## config.mk

```make
export PLATFORM = sky130hd
export DESIGN_NAME = spd_wp_unit
export DESIGN_NICKNAME = d
export VERILOG_FILES = /design/src/rtl/spd_wp_pkg.sv /design/src/rtl/spd_wp_ctrl.sv /design/src/rtl/spd_wp_datapath.sv /design/src/rtl/spd_wp_unit.sv
export SDC_FILE = /design/constraint.sdc
export NUM_CORES = 1
export LEC_CHECK = 0
export ABC_AREA = 1
export BUFFER_PORTS_ARGS = -buffer_cell sky130_fd_sc_hd__buf_2
export CAP_MARGIN = 10
export CORE_MARGIN = 4
export CORE_UTILIZATION = 43
export DETAILED_ROUTE_END_ITERATION = 7
export GPL_ROUTABILITY_DRIVEN = 0
export GPL_TIMING_DRIVEN = 0
export HOLD_SLACK_MARGIN = 0.02
export PLACE_DENSITY_LB_ADDON = 0.3
export RECOVER_POWER = 25
export SYNTH_ARGS = -nofsm -noshare
export SYNTH_HDL_FRONTEND = slang
export SYNTH_SLANG_ARGS = --single-unit
```

## constraint.sdc

```tcl
create_clock -name clk -period 3.5 [get_ports clk]
set_input_delay 0.35 -clock clk [delete_from_list [all_inputs] [get_ports clk]]
set_output_delay 0.35 -clock clk [all_outputs]
set_load 0.01 [all_outputs]
```

## src/rtl/spd_wp_pkg.sv

```systemverilog
package spd_wp_pkg;

  localparam int BLK_W = 2;

  typedef enum logic [1:0] {
    CMD_OTHER = 2'd0,
    CMD_QUERY = 2'd1,
    CMD_SET   = 2'd2,
    CMD_CLEAR = 2'd3
  } cmdKind_e;

  typedef struct packed {
    cmdKind_e         kind;
    logic [BLK_W-1:0] blk;
  } cmdDec_t;

  // strobes from control to datapath
  typedef struct packed {
    logic             setStb;
    logic             clrStb;
    logic [BLK_W-1:0] blk;
  } protStrobe_t;

  function automatic cmdDec_t decodeCmd(input logic [7:0] b);
    cmdDec_t d;
    d.kind = CMD_OTHER;
    d.blk  = '0;
    case (b)
      8'h63: begin d.kind = CMD_QUERY; d.blk = 2'd0; end
      8'h69: begin d.kind = CMD_QUERY; d.blk = 2'd1; end
      8'h6B: begin d.kind = CMD_QUERY; d.blk = 2'd2; end
      8'h61: begin d.kind = CMD_QUERY; d.blk = 2'd3; end
      8'h62: begin d.kind = CMD_SET;   d.blk = 2'd0; end
      8'h68: begin d.kind = CMD_SET;   d.blk = 2'd1; end
      8'h6A: begin d.kind = CMD_SET;   d.blk = 2'd2; end
      8'h60: begin d.kind = CMD_SET;   d.blk = 2'd3; end
      8'h66: begin d.kind = CMD_CLEAR; d.blk = 2'd0; end
      default: ;
    endcase
    return d;
  endfunction

endpackage

```

## src/rtl/spd_wp_ctrl.sv

```systemverilog
module spd_wp_ctrl
  import spd_wp_pkg::*;
#(
  parameter int NUM_BLK   = 4,
  parameter int DUMMY_CNT = 2
) (
  input  logic               clk,
  input  logic               rstN,
  input  logic               byteValid,
  input  logic [7:0]         byteData,
  input  logic               firstByte,
  input  logic               stopSeen,
  input  logic               hvPresent,
  input  logic [NUM_BLK-1:0] protMask,
  output logic               cmdClaim,
  output logic               ackOut,
  output protStrobe_t        strobes
);

  localparam int CNT_W = $clog2(DUMMY_CNT + 1);

  typedef enum logic [1:0] {
    SEQ_IDLE  = 2'd0,
    SEQ_QUERY = 2'd1,
    SEQ_ARMED = 2'd2,
    SEQ_DEAD  = 2'd3
  } seq_e;

  seq_e             seqState;
  logic             armedClr;
  logic [BLK_W-1:0] armedBlk;
  logic [CNT_W-1:0] dummyCnt;
  cmdDec_t          dec;
  logic             dummyFull;

  assign dec       = decodeCmd(byteData);
  assign dummyFull = (dummyCnt == CNT_W'(DUMMY_CNT));

  always_ff @(posedge clk) begin
    if (!rstN) begin
      seqState <= SEQ_IDLE;
      armedClr <= 1'b0;
      armedBlk <= '0;
      dummyCnt <= '0;
    end else if (stopSeen) begin
      seqState <= SEQ_IDLE;
      dummyCnt <= '0;
    end else if (byteValid && firstByte) begin
      dummyCnt <= '0;
      armedClr <= (dec.kind == CMD_CLEAR);
      armedBlk <= dec.blk;
      case (dec.kind)
        CMD_QUERY: seqState <= SEQ_QUERY;
        CMD_SET,
        CMD_CLEAR: seqState <= hvPresent ? SEQ_ARMED : SEQ_DEAD;
        default:   seqState <= SEQ_IDLE;
      endcase
    end else if (byteValid && seqState != SEQ_IDLE) begin
      if (dummyFull) seqState <= SEQ_DEAD;
      else           dummyCnt <= dummyCnt + 1'b1;
    end
  end

  always_comb begin
    cmdClaim = 1'b0;
    ackOut   = 1'b0;
    if (byteValid) begin
      if (firstByte) begin
        case (dec.kind)
          CMD_QUERY: begin cmdClaim = 1'b1; ackOut = ~protMask[dec.blk]; end
          CMD_SET,
          CMD_CLEAR: begin cmdClaim = 1'b1; ackOut = hvPresent; end
          default:   ;
        endcase
      end else if (seqState != SEQ_IDLE) begin
        cmdClaim = 1'b1;
        ackOut   = (seqState == SEQ_ARMED) && !dummyFull;
      end
    end
  end

  always_comb begin
    strobes.setStb = stopSeen && seqState == SEQ_ARMED && dummyFull && !armedClr;
    strobes.clrStb = stopSeen && seqState == SEQ_ARMED && dummyFull && armedClr;
    strobes.blk    = armedBlk;
  end

endmodule

```

## src/rtl/spd_wp_datapath.sv

```systemverilog
module spd_wp_datapath
  import spd_wp_pkg::*;
#(
  parameter int                 NUM_BLK      = 4,
  parameter int                 ADDR_W       = 9,
  parameter logic [NUM_BLK-1:0] PROT_DEFAULT = 4'b0011
) (
  input  logic               clk,
  input  logic               rstN,
  input  protStrobe_t        strobes,
  input  logic [ADDR_W-1:0]  wrAddr,
  output logic [NUM_BLK-1:0] protMask,
  output logic               writeAllowed
);

  for (genvar g = 0; g < NUM_BLK; g++) begin : g_blk
    always_ff @(posedge clk) begin
      if (!rstN)                                      protMask[g] <= PROT_DEFAULT[g];
      else if (strobes.clrStb)                        protMask[g] <= 1'b0;
      else if (strobes.setStb && strobes.blk == BLK_W'(g)) protMask[g] <= 1'b1;
    end
  end

  logic [BLK_W-1:0] addrBlk;
  assign addrBlk      = wrAddr[ADDR_W-1 -: BLK_W];
  assign writeAllowed = ~protMask[addrBlk];

endmodule

```

## src/rtl/spd_wp_unit.sv

```systemverilog
module spd_wp_unit
  import spd_wp_pkg::*;
#(
  parameter int                 NUM_BLK      = 4,
  parameter int                 ADDR_W       = 9,
  parameter int                 DUMMY_CNT    = 2,
  parameter logic [NUM_BLK-1:0] PROT_DEFAULT = 4'b0011
) (
  input  logic               clk,
  input  logic               rstN,
  input  logic               byteValid,
  input  logic [7:0]         byteData,
  input  logic               firstByte,
  input  logic               stopSeen,
  input  logic               hvPresent,
  output logic               cmdClaim,
  output logic               ackOut,
  output logic [NUM_BLK-1:0] protMask,
  input  logic [ADDR_W-1:0]  wrAddr,
  output logic               writeAllowed
);

  protStrobe_t strobes;

  spd_wp_ctrl #(.NUM_BLK(NUM_BLK), .DUMMY_CNT(DUMMY_CNT)) ctrl_i (
    .clk(clk), .rstN(rstN), .byteValid(byteValid), .byteData(byteData),
    .firstByte(firstByte), .stopSeen(stopSeen), .hvPresent(hvPresent),
    .protMask(protMask), .cmdClaim(cmdClaim), .ackOut(ackOut), .strobes(strobes)
  );

  spd_wp_datapath #(.NUM_BLK(NUM_BLK), .ADDR_W(ADDR_W), .PROT_DEFAULT(PROT_DEFAULT)) dp_i (
    .clk(clk), .rstN(rstN), .strobes(strobes), .wrAddr(wrAddr),
    .protMask(protMask), .writeAllowed(writeAllowed)
  );

endmodule

```

==> flow_summary.yaml <==
placement:
  port_buffers: 22
  hpwl_um: 1394
pwr:
  p_per_area_nw_per_um2: 282.0
  intPower_mw: 0.1891
  power.leakage_nw: 0.4660
  pwr-share-seq: 0.497
  switching_power_mw: 0.07236
  p_clk_frac: 0.332
  vdd_drop_max_mv: 0.2214
  swShare: 0.2768
  p_comb_frac: 0.170
clock_tree:
  cts-root-buf: "clkbuf_4"
  cts_made_buffers: 3
  cts_tree: "built"
  clockBufferDepth: 2
  hold_buffers: 0
  ctsResizeCount: 0
  clk_latency_ns: 0.27
  cts-htree-levels: 1
  clkTransAtPathRegs_ns: 0.07
  cts_sinks: 11
  cts_setup_buffers: 0
global_routing:
  grt_max_degree: 7
  overflow: 0
  antenna_found_initial: 0
  grt_pass1_wl_um: 3015
  grt_util_all_layers: 0.1534
  grt_pass1_vias: 785
synth:
  seq_area_frac_synth: 0.2876
  synth_warnings: 0
  yosys.area.top_type: "dfxtp_1"
  avgSynthCellArea_um2: 6.381
  async_reset_ff_frac: 0
  synth_nets: 144
  netlist_top_cells_count: "19 x inv_1, 19 x nand2_1, 14 x nand3_1"
  synth_top_area_share: 0.2876
  ys_seq_elements: 11
  synthDistinctLibCells: 23
  synthesis.area_um2: 765.7
  synthCells: 120
  synth_edf_count: 0
  synth_area_leaders: "dfxtp_1 29%, inv_1 9.3%, nand2_1 9.3%"
  synth_ff_type: "dfxtp_1"
sta:
  finalSetupTns_ns: 0
  slew_violations: 0
  final_hold_viol_count: 0
  fmax_ghz: 0.5877
  fin_crit_sh: 0.4862
  skew_ns: 0.005693
  setup_viol: 0
  tightest_slew_ns: 0.3216
  rsz0062_at_grt: "false"
  max_slew_margin: 0.7848
  fin_crit_ns: 1.702
critical_path:
  crit_end: "ackOut"
  reg2reg_to: "dp_i.protMask[3]$_SDFFE_PP0P_"
  rr_startpoint: "ctrl_i.dummyCnt[0]$_SDFFE_PP0P_"
  arrival_ns: 1.35
  path_class: "reg2out"
  cp.required_ns: 3.15
  crit_path_end_kind: "primary output"
  path_max_fanout: 3
  startpoint: "ctrl_i.dummyCnt[0]$_SDFFE_PP0P_"
  crit_path_start_kind: "flop"
  rr_worst_depth: 6
  r2r_slack_ns: 2.27
finish:
  regArea_um2: 220.2
  area_growth_syn_to_layout_pct: 21.08
  diodes: 0
  fill_cells: 168
  multi_input_area_um2: 445.4
  nets: 171
  finish.utilization: 0.5816
  drive_above_1_share: 0.2808
floorplanning:
  pin_count: 30
  core_area_um2: 1594
  die_h_um: 50.20
  die_area_um2: 2520
  rows: 14
  initial_core_util: 0.4804
  dieWidth_um: 50.20
run:
  maxCapViolations: 0
routing:
  drt_iter0_markers: 15
  num_vias: 843
  drt-wirelength-per-cell_um: 10.06
  drc: 0
  postRouteAntennaNets: 0
  drt-pass1-iter-count: 4
  routed_wl_um: 1711
  viasPerCell: 4.959
run_status:
  status: "completed"
worst_hold_path:
  hold_path_class: "in2reg"
==> cell families after synthesis <==
| family | count (synthesis) | synth area share |
|---|---|---|
| compound gates | 24 | 0.1765 |
| flops | 11 | 0.2876 |
| fa+ha+maj | 1 | 0.01634 |
| simple gates | 58 | 0.3922 |
| buf+inv | 26 | 0.1275 |
==> layout make-up <==
class	instances	area share
well taps	24	0.03239
clock buffers	4	0.02834
inverters	26	0.1053
flip-flops and latches	11	0.2375
repair buffers	22	0.1161
multi-input cells	83	0.4804
==> state kept, by name, indices dropped and copies added, names as in the netlist <==
| signal | flops |
|---|---|
| ctrl_i.armedBlk | 2 |
| dp_i.protMask | 4 |
| ctrl_i.dummyCnt | 2 |
| ctrl_i.armedClr | 1 |
| ctrl_i.seqState | 2 |
==> worst min path at each step <==
| stage | start | to | slack (ns) | cells after the start |
|---|---|---|---|---|
| after global placement | ctrl_i.dummyCnt[0]$_SDFFE_PP0P_ | ctrl_i.dummyCnt[0]$_SDFFE_PP0P_ | 0.47 | 2 |
| after global routing | rstN | dp_i.protMask[1]$_SDFFE_PN1P_ | 0.33 | 2 |
| after detailed placement | ctrl_i.dummyCnt[0]$_SDFFE_PP0P_ | ctrl_i.dummyCnt[0]$_SDFFE_PP0P_ | 0.48 | 2 |
| final | rstN | dp_i.protMask[0]$_SDFFE_PN1P_ | 0.34 | 2 |
| after floorplan | rstN | dp_i.protMask[0]$_SDFFE_PN1P_ | 0.45 | 1 |
| after CTS | rstN | dp_i.protMask[0]$_SDFFE_PN1P_ | 0.32 | 2 |
==> cell usage in the layout (no fill, tap or decap) <==
| cell type | n |
|---|---|
| buf_2 | 20 |
| inv_1 | 19 |
| nand2_1 | 19 |
| nand3_1 | 14 |
| nor2_1 | 11 |
| dfxtp_1 | 11 |
| inv_2 | 7 |
| o21ai_0 | 7 |
| a21oi_1 | 7 |
| o21ai_1 | 5 |
| nand2_2 | 3 |
| o211ai_1 | 3 |
| clkbuf_4 | 3 |
| clkbuf_1 | 3 |
| nor2_2 | 2 |
| nand3_2 | 2 |
| nor2_4 | 1 |
| nand4_1 | 1 |
| a41oi_1 | 1 |
| a21oi_2 | 1 |
| nor3_1 | 1 |
| nor3_4 | 1 |
| nor3b_2 | 1 |
| or2_1 | 1 |
| and2_1 | 1 |
| ha_1 | 1 |
==> worst max-delay path: stages, from the launching register on <==
cell and delay (ns):
dfxtp_1 0.31, inv_1 0.06, ha_1 0.22, inv_1 0.10, a41oi_1 0.14, a21oi_2 0.13
buf_2 0.13
==> routing by layer <==
layer | vias to the layer above | global-route usage | part of all wire
li1 | 440 | - | -
met3 | 3 | 0.05621 | 0.066
met4 | 0 | 0.04147 | 0.0076
met2 | 20 | 0.2761 | 0.48
met1 | 380 | 0.1679 | 0.44
met5 | - | 0 | 0
==> metrics by stage <==
step | worst slack, ns | hold WS, ns | cells | power [mW] | cell area [um^2]
after floorplan | 2.120 | 0.4486 | 120 | 0.1585 | 765.7
after global placement | 1.839 | 0.4692 | 166 | 0.1758 | 905.9
after detailed placement | 1.796 | 0.4782 | 166 | 0.1775 | 905.9
after CTS | 1.787 | 0.3234 | 170 | 0.2653 | 932.1
after global routing | 1.699 | 0.3350 | 170 | 0.2783 | 927.1
final | 1.798 | 0.3352 | 170 | 0.2614 | 927.1
==> power by group through the flow <==
stage          logic [mW]  registers (mW)  clock network, mW
2_1_floorplan      0.0262           0.132                  0
3_3_place_gp       0.0431           0.133                  0
3_5_place_dp       0.0447           0.133                  0
4_1_cts            0.0450           0.130             0.0903
5_1_grt            0.0510           0.130             0.0971
6_report           0.0445           0.130             0.0869
Note: power is estimated with default switching activity, not from simulation.
